### src/rtl/flash_cmd_seq.sv
module flash_cmd_seq #(
  parameter int ADDR_W      = 18,
  parameter int CMD_AW      = 11,
  parameter int PROG_TICKS  = 400,
  parameter int ERASE_TICKS = 2000,
  parameter logic [CMD_AW-1:0] UNLOCK_A = 11'h555,
  parameter logic [CMD_AW-1:0] UNLOCK_B = 11'h2AA
) (
  input  logic              clk,
  input  logic              rst_n,
  input  logic              hw_reset_n,
  input  logic              ce_n,
  input  logic              we_n,
  input  logic [ADDR_W-1:0] addr,
  input  logic [15:0]       dq,
  output logic              rb_pull_low,
  output logic              read_mode,
  output logic              erase_held
);
  localparam int MAXT = (PROG_TICKS > ERASE_TICKS) ? PROG_TICKS : ERASE_TICKS;
  localparam int TW   = $clog2(MAXT + 1);

  localparam logic [3:0] S_READ  = 4'd0;
  localparam logic [3:0] S_UL1   = 4'd1;
  localparam logic [3:0] S_UL2   = 4'd2;
  localparam logic [3:0] S_PSET  = 4'd3;
  localparam logic [3:0] S_ESET  = 4'd4;
  localparam logic [3:0] S_EUL1  = 4'd5;
  localparam logic [3:0] S_EUL2  = 4'd6;
  localparam logic [3:0] S_PBUSY = 4'd7;
  localparam logic [3:0] S_EBUSY = 4'd8;
  localparam logic [3:0] S_SUSP  = 4'd9;

  logic [2:0]    we_sh;
  logic [1:0]    ce_sh;
  logic [3:0]    state;
  logic [TW-1:0] timer;
  logic          wr_stb;
  logic          hit_a, hit_b;
  logic [7:0]    cd;

  always_ff @(posedge clk or negedge rst_n) begin
    if (!rst_n) begin
      we_sh <= '1;
      ce_sh <= '1;
    end else begin
      we_sh <= {we_sh[1:0], we_n};
      ce_sh <= {ce_sh[0], ce_n};
    end
  end

  assign wr_stb = we_sh[1] & ~we_sh[2] & ~ce_sh[1];
  assign cd     = dq[7:0];
  assign hit_a  = addr[CMD_AW-1:0] == UNLOCK_A;
  assign hit_b  = addr[CMD_AW-1:0] == UNLOCK_B;

  always_ff @(posedge clk or negedge rst_n) begin
    if (!rst_n) begin
      state <= S_READ;
      timer <= '0;
    end else if (!hw_reset_n) begin
      state <= S_READ;
      timer <= '0;
    end else begin
      case (state)
        S_READ:  if (wr_stb && hit_a && cd == 8'hAA) state <= S_UL1;
        S_UL1:   if (wr_stb) state <= (hit_b && cd == 8'h55) ? S_UL2 : S_READ;
        S_UL2:
          if (wr_stb) begin
            if (hit_a && cd == 8'hA0)      state <= S_PSET;
            else if (hit_a && cd == 8'h80) state <= S_ESET;
            else                           state <= S_READ;
          end
        S_PSET:
          if (wr_stb) begin
            state <= S_PBUSY;
            timer <= TW'(PROG_TICKS - 1);
          end
        S_ESET:  if (wr_stb) state <= (hit_a && cd == 8'hAA) ? S_EUL1 : S_READ;
        S_EUL1:  if (wr_stb) state <= (hit_b && cd == 8'h55) ? S_EUL2 : S_READ;
        S_EUL2:
          if (wr_stb) begin
            if (cd == 8'h30 || (hit_a && cd == 8'h10)) begin
              state <= S_EBUSY;
              timer <= TW'(ERASE_TICKS - 1);
            end else begin
              state <= S_READ;
            end
          end
        S_PBUSY:
          if (timer == '0) state <= S_READ;
          else             timer <= timer - 1'b1;
        S_EBUSY:
          if (timer == '0) state <= S_READ;
          else begin
            timer <= timer - 1'b1;
            if (wr_stb && cd == 8'hB0) state <= S_SUSP;
          end
        S_SUSP:  if (wr_stb && cd == 8'h30) state <= S_EBUSY;
        default: state <= S_READ;
      endcase
    end
  end

  assign rb_pull_low = ~hw_reset_n | (state == S_PBUSY) | (state == S_EBUSY);
  assign read_mode   = state == S_READ;
  assign erase_held  = state == S_SUSP;
endmodule

### config.mk
export PLATFORM = sky130hd
export DESIGN_NAME = flash_cmd_seq
export DESIGN_NICKNAME = d
export VERILOG_FILES = /design/src/rtl/flash_cmd_seq.sv
export SDC_FILE = /design/constraint.sdc
export NUM_CORES = 1
export LEC_CHECK = 0
export CAP_MARGIN = 20
export CORE_MARGIN = 4
export CORE_UTILIZATION = 60
export CTS_CLUSTER_DIAMETER = 200
export DETAILED_ROUTE_END_ITERATION = 6
export DONT_BUFFER_PORTS = 1
export PLACE_DENSITY = 0.87
export SYNTH_ARGS = -nofsm -noshare
export SYNTH_HDL_FRONTEND = slang
export SYNTH_SLANG_ARGS = --single-unit
### constraint.sdc
create_clock -name clk -period 3.3 [get_ports clk]
set_clock_uncertainty 0.15 [all_clocks]
set_input_delay 0.33 -clock clk [delete_from_list [all_inputs] [get_ports clk]]
set_output_delay 0.33 -clock clk [all_outputs]
set_load 0.02 [all_outputs]
==> qor.csv, run 1 <==
metric,value,unit
first-pass GRT wire length,5609,um
adder-cell share of the synthesized area,0.009328,
overall routed net length,3225,um
"Setup violations, final",0,
Tot Pwr,396.0,uW
fmax,344.1,MHz
Starting Density,0.6569,
dpl cell area,0.001353,sq mm
via count,1312,
row cnt,16,
H-tree levels,1,
sequential share of power,0.636,
Ports,42,
# Post-CTS Setup Buffers,0,
placeable core area,0.002042,sq mm
"EDFF count, synth",0,
Worst-Margin Slew,0.8544,ns
Skew-Pair Late Insertion Delay,0.30,ns
type of the tightest min-delay check,input port to flip-flop,
RSZ-0062 raised after global routing,no,
combinational power share,0.057,
largest family of logic cells by synthesized area,simple AND/OR/NAND/NOR gates,
multiplexer share of the synthesized area,0,
switching part of the total power,0.2249,
CTS buffer count,3,
fraction of registers with async set/reset,1.000,
Setup CP Type,flip-flop to flip-flop,
CTS tree,yes,
status,"finished, final reports clean",
crit-path cells,inv_1 > ha_1 > or3b_4 > nor4_1 > nor2_1 > a211oi_2 > o21ai_0 > a21oi_1,
peak supply drop,0.0001916,V
Final min period,2.906,ns
critical path endpoint category,flip-flop,
post-synth cell types,48,
nets,200,
CP peak stage delay,0.48,ns
switching power,89.07,uW
synthesized cell area,0.001341,sq mm
cell area after layout,0.001419,sq mm
Post-Synth XOR/XNOR Area,0,
synthesized instance count,153,
layout cell share with drive strength beyond 1,0.1447,
max cap viols,0,
Critical Path RT,3.38,ns
Synth Area in Compound Gates,0.2351,
Post-synth top flop,dfrtp_1,
syn nets,193,
Fin. Hold Viols,0,
Clk pwr share,0.307,
Yosys reg bits,20,
Synth Warn #,0,
antenna violation net count after detailed routing,0,
post-DR wirelength/cell,17.34,um
"Seq/Total Area, Yosys",0.3778,
most frequent cells in the layout,"nor2_1 (21), dfrtp_1 (15), nand2_1 (11), o21ai_0 (11), a21oi_1 (9)",
DRT iter0 DRCs,97,
Synth Area in Simple Gates,0.3414,
post-CTS sizing,0,
GRT overflow,0,
Bufs and invs on worst path,1,
"CTS clk-pin slew, worst paths",0.11,ns
clk buf depth,2,
Worst Path Max Fanout,9,
Pwr Density,279.1,mW/mm^2
antenna violations before repair,0,
clk root buf,clkbuf_4,
clk sinks,20,
number of global-route vias before repair,1159,
Via density,7.054,
hpwl dp,2334,um
max_slew headroom,0.4286,
P&R area growth vs syn,5.784,%
Vert. Die Dim,55.28,um
pins over their slew limit,0,
Int Power,306.9,uW
period utilisation layout,0.8805,
Final Core Density,0.6949,
die extent in x,55.28,um
hold_buf cts,4,
Static Leak,0.0005517,uW
Mean Syn Cell Area,8.767,sq um
setup TNS,0,ns
Total GRT Usage,0.2232,
drt pass-1 iters,4,
pin count of the biggest net entering global routing,21,
number of port buffers,0,
drt drc,0,
"most common cell after layout, fill and taps aside",nor2_1,
nature of the critical path startpoint,flip-flop,
GP Congestion,0.9210,
arrival time worst endpoint,2.99,ns
"CP delay by family, top",simple AND/OR/NAND/NOR gates,
CP max stage cell,a211oi_2,
die area,0.003056,sq mm
diodes inserted,0,
[registers in the layout, summed over array words and instances (netlist names)]
register / cells
timer: 11
state: 4
we_sh: 3
ce_sh: 2
[worst paths after layout]
kind | startpoint | to | slack (ns) | cells after the start
setup reg to reg | timer[0]$_DFFE_PN0P_ | timer[9]$_DFFE_PN0P_ | 0.39 | 8
min in group asynchronous | rst_n | state[0]$_DFFE_PN0P_ | 0.42 | 1
hold reg to reg | ce_sh[0]$_DFF_PN1_ | ce_sh[1]$_DFF_PN1_ | 0.21 | 0
hold / removal | hw_reset_n | timer[5]$_DFFE_PN0P_ | 0.12 | 2
setup / recovery | timer[0]$_DFFE_PN0P_ | timer[9]$_DFFE_PN0P_ | 0.39 | 8
max in group asynchronous | rst_n | timer[10]$_DFFE_PN0P_ | 2.06 | 1
[layer usage]
metal	routed length, um	global-route usage
met1	1376	0.3215
met2	1541	0.3480
met3	258	0.02797
met4	49	0.06944
met5	0	0
[kinds of logic after synthesis]
family,Yosys count
flip-flops,20
adder cells (fa/ha/maj),1
buffers and inverters,7
AND/OR/NAND/NOR,80
AO/OA/AOI/OAI,45
[worst reg2reg max path, stage by stage, from the launching register on]
cell	delay [ns]
dfrtp_1	0.43
inv_1	0.07
ha_1	0.18
or3b_4	0.42
nor4_1	0.47
nor2_1	0.27
a211oi_2	0.48
o21ai_0	0.17
a21oi_1	0.18
[power groups by stage]
stage                     logic [uW]  clock network, uW  registers (uW)
final                           22.6                121             252
after global routing            25.3                132             253
after CTS                       22.7                125             252
after detailed placement        13.9                  0             257
after global placement          13.8                  0             256
after floorplan                 11.9                  0             256
[stage by stage]
stage	setup WS, ns	std cells	hold slack [ns]
after floorplan	0.6987	153	-0.1156
after global placement	0.5208	178	-0.1152
after detailed placement	0.4800	178	-0.1152
after CTS	0.4489	186	0.1104
after global routing	0.1466	186	0.1262
final	0.3942	186	0.1179
[Yosys cell counts (2+ instances only)]
cell	count	share of area
a211o_1	2	0.013
a211oi_1	2	0.011
a21oi_1	9	0.034
a22o_1	3	0.020
a311oi_1	2	0.013
a31oi_1	3	0.014
and2_1	2	0.0093
and4b_1	3	0.022
buf_6	2	0.017
dfrtp_1	15	0.28
dfstp_2	5	0.098
inv_1	2	0.0056
nand2_1	11	0.031
nand3_1	3	0.011
nand4_1	4	0.019
nor2_1	21	0.059
nor3_1	8	0.030
nor3b_1	3	0.017
nor4_1	6	0.028
nor4b_1	2	0.013
nor4bb_1	3	0.022
o21a_1	2	0.011
o21ai_0	11	0.041
or2_2	2	0.0093
or2b_1	2	0.011
or3_1	3	0.014
[cell type report]
cell class	instances	area [sq um]
Multi-Input combinational cell	126	785.8
Fill cell	162	623.1
Sequential cell	20	506.7
Timing Repair Buffer	6	55.05
Tap cell	27	33.78
Clock buffer	4	26.28
Inverter	3	11.26
Note: power is estimated with default switching activity, not from simulation.
==> run 2, diff against run 1 <==
--- a/config.mk
+++ b/config.mk
@@ -12,6 +12,7 @@
 export DETAILED_ROUTE_END_ITERATION = 6
 export DONT_BUFFER_PORTS = 1
 export PLACE_DENSITY = 0.87
+export SETUP_SLACK_MARGIN = 0.15
 export SYNTH_ARGS = -nofsm -noshare
 export SYNTH_HDL_FRONTEND = slang
 export SYNTH_SLANG_ARGS = --single-unit
==> run 2 against run 1 <==
- global-route usage stayed put
- sequential cell count unchanged
- critical path depth did not move
- clock power about the same
- first-iteration DRC count decreased by 3.1%
- final area up 0.53%
- register-to-register slack gained 0.09 ns
- sequential share of layout area decreased by 0.19 points
- sequential power hardly changed
- utilization up 0.37 points
==> qor.csv, run 2 (synthesized netlist as in run 1, its figures left out) <==
metric,value,unit,change
cell area after layout,0.001426,sq mm,was 0.001419 sq mm
clk buf depth,2,,unchanged
type of the tightest min-delay check,input port to flip-flop,,unchanged
placeable core area,0.002042,sq mm,unchanged
Static Leak,0.0005549,uW,was 0.0005517 uW
arrival time worst endpoint,2.90,ns,was 2.99 ns
antenna violations before repair,0,,unchanged
hpwl dp,2334,um,unchanged
via count,1304,,"was 1,312"
antenna violation net count after detailed routing,0,,unchanged
Worst R2R End,timer[9]$_DFFE_PN0P_,,unchanged
P&R area growth vs syn,6.343,%,was 5.784%
multi-input logic area,793.3,sq um,was 785.8 sq um
H-tree levels,1,,unchanged
drt pass-1 iters,6,,was 4
Skew-Pair Late Insertion Delay,0.30,ns,about the same
nature of the critical path startpoint,flip-flop,,unchanged
clk sinks,20,,unchanged
Final min period,2.820,ns,was 2.906 ns
peak supply drop,0.0001920,V,was 0.0001916 V
die extent in x,55.28,um,unchanged
# Post-CTS Setup Buffers,0,,unchanged
Worst-Margin Slew,0.8550,ns,was 0.8544 ns
crit-path cells,inv_1 > ha_1 > or3b_4 > nor4_1 > nor2_1 > a211oi_4 > o21ai_0 > a21oi_1,,was inv_1 > ha_1 > or3b_4 > nor4_1 > nor2_1 > a211oi_2 > o21ai_0 > a21oi_1
DRT iter0 DRCs,94,,was 97
max_slew headroom,0.4281,,was 0.4286
period utilisation layout,0.8546,,was 0.8805
Worst Hold End,timer[5]$_DFFE_PN0P_,,unchanged
number of global-route vias before repair,1159,,unchanged
GP Congestion,0.9210,,unchanged
Via density,7.011,,was 7.054
fmax,354.6,MHz,was 344.1 MHz
register area,506.7,sq um,unchanged
Pwr Density,278.2,mW/mm^2,was 279.1 mW/mm^2
status,"finished, final reports clean",,unchanged
Critical Path RT,3.38,ns,about the same
Total GRT Usage,0.2232,,unchanged
drt drc,0,,unchanged
post-DR wirelength/cell,17.31,um,was 17.34 um
Int Power,306.9,uW,about the same
CTS tree,yes,,unchanged
pins over their slew limit,0,,unchanged
"CTS clk-pin slew, worst paths",0.11,ns,about the same
diodes inserted,0,,unchanged
nets,200,,unchanged
most frequent cells in the layout,"nor2_1 (21), dfrtp_1 (15), nand2_1 (11), o21ai_0 (11), a21oi_1 (9)",,unchanged
dpl cell area,0.001353,sq mm,unchanged
pin count of the biggest net entering global routing,21,,unchanged
Worst Min Path Start,hw_reset_n,,unchanged
setup TNS,0,ns,unchanged
GRT overflow,0,,unchanged
Clk pwr share,0.308,,was 0.307
overall routed net length,3220,um,was 3225 um
Worst Path Max Fanout,9,,unchanged
Tot Pwr,396.8,uW,was 396.0 uW
Vert. Die Dim,55.28,um,unchanged
max cap viols,0,,unchanged
Starting Density,0.6569,,unchanged
CTS buffer count,3,,unchanged
row cnt,16,,unchanged
CP max stage cell,nor4_1,,was a211oi_2
FF-to-FF path depth,8,,unchanged
worst r2r src,timer[0]$_DFFE_PN0P_,,unchanged
FILL cells,157,,was 162
clk root buf,clkbuf_4,,unchanged
Fin. Hold Viols,0,,unchanged
Setup CP Type,flip-flop to flip-flop,,unchanged
"most common cell after layout, fill and taps aside",nor2_1,,unchanged
critical path endpoint category,flip-flop,,unchanged
die area,0.003056,sq mm,unchanged
reg2reg setup slack,0.48,ns,was 0.39 ns
combinational power share,0.057,,about the same
layout cell share with drive strength beyond 1,0.1447,,unchanged
CP peak stage delay,0.50,ns,was 0.48 ns
number of port buffers,0,,unchanged
Largest regs,"timer (11), state (4), we_sh (3)",,unchanged
"Most flops, register",timer,,unchanged
Ports,42,,unchanged
first-pass GRT wire length,5609,um,unchanged
number of flip-flops under the largest register name,11,,unchanged
switching power,89.88,uW,was 89.07 uW
"Setup violations, final",0,,unchanged
WHS Path Cells,2,,unchanged
sequential share of power,0.635,,was 0.636
RSZ-0062 raised after global routing,no,,unchanged
switching part of the total power,0.2265,,was 0.2249
[run 2: what timing repair did]
action	in CTS	in global routing
endpoints found under the setup margin	0	1
resized for setup	0	1
endpoints found under the hold margin	23	0
hold buffers	4	0
[run 2: worst max-delay path by stage]
stage	startpoint	to	slack (ns)
after detailed placement	timer[0]$_DFFE_PN0P_	timer[9]$_DFFE_PN0P_	0.48
after CTS	timer[0]$_DFFE_PN0P_	timer[9]$_DFFE_PN0P_	0.45
after floorplan	timer[0]$_DFFE_PN0P_	state[2]$_DFFE_PN0P_	0.70
after global placement	timer[0]$_DFFE_PN0P_	timer[6]$_DFFE_PN0P_	0.52
final	timer[0]$_DFFE_PN0P_	timer[9]$_DFFE_PN0P_	0.48
after global routing	state[0]$_DFFE_PN0P_	timer[7]$_DFFE_PN0P_	0.24
[run 2: layout make-up]
| type | count | area share |
|---|---|---|
| Tap cell | 27 | 0.02368 |
| Timing Repair Buffer | 6 | 0.03860 |
| Inverter | 3 | 0.007895 |
| Sequential cell | 20 | 0.3553 |
| Multi-Input combinational cell | 126 | 0.5561 |
| Clock buffer | 4 | 0.01842 |
[run 2: worst max-delay path, delay by kind of cell (launching register included)]
kind,cells,cell delay (ns)
buffers and inverters,1,0.07
AO/OA/AOI/OAI,3,0.70
AND/OR/NAND/NOR,3,1.22
flip-flops,1,0.43
adder cells (fa/ha/maj),1,0.18
[run 2: power groups by stage]
stage                     clock [uW]  combinational, uW  sequential, uW
after floorplan                    0               11.9             256
after global placement             0               13.8             256
after global routing             132               25.4             253
after detailed placement           0               13.9             257
after CTS                        125               22.7             252
final                            122               22.7             252
[run 2: stage by stage]
stage / cells / setup slack [ns] / hold WS, ns / utilization
final: 186 / 0.4797 / 0.1162 / 0.6985
after global routing: 186 / 0.2445 / 0.1262 / 0.6985
after CTS: 186 / 0.4489 / 0.1104 / 0.6949
after detailed placement: 178 / 0.4800 / -0.1152 / 0.6624
after global placement: 178 / 0.5208 / -0.1152 / 0.6624
after floorplan: 153 / 0.6987 / -0.1156 / -
[run 2: metal layers]
| layer | part of all wire | global-route usage | vias up | routed length (um) |
|---|---|---|---|---|
| met5 | 0 | 0 | - | 0 |
| met4 | 0.022 | 0.06944 | 0 | 71 |
| met3 | 0.080 | 0.02797 | 16 | 259 |
| met2 | 0.47 | 0.3480 | 75 | 1523 |
| met1 | 0.42 | 0.3215 | 615 | 1365 |
| li1 | - | - | 598 | - |
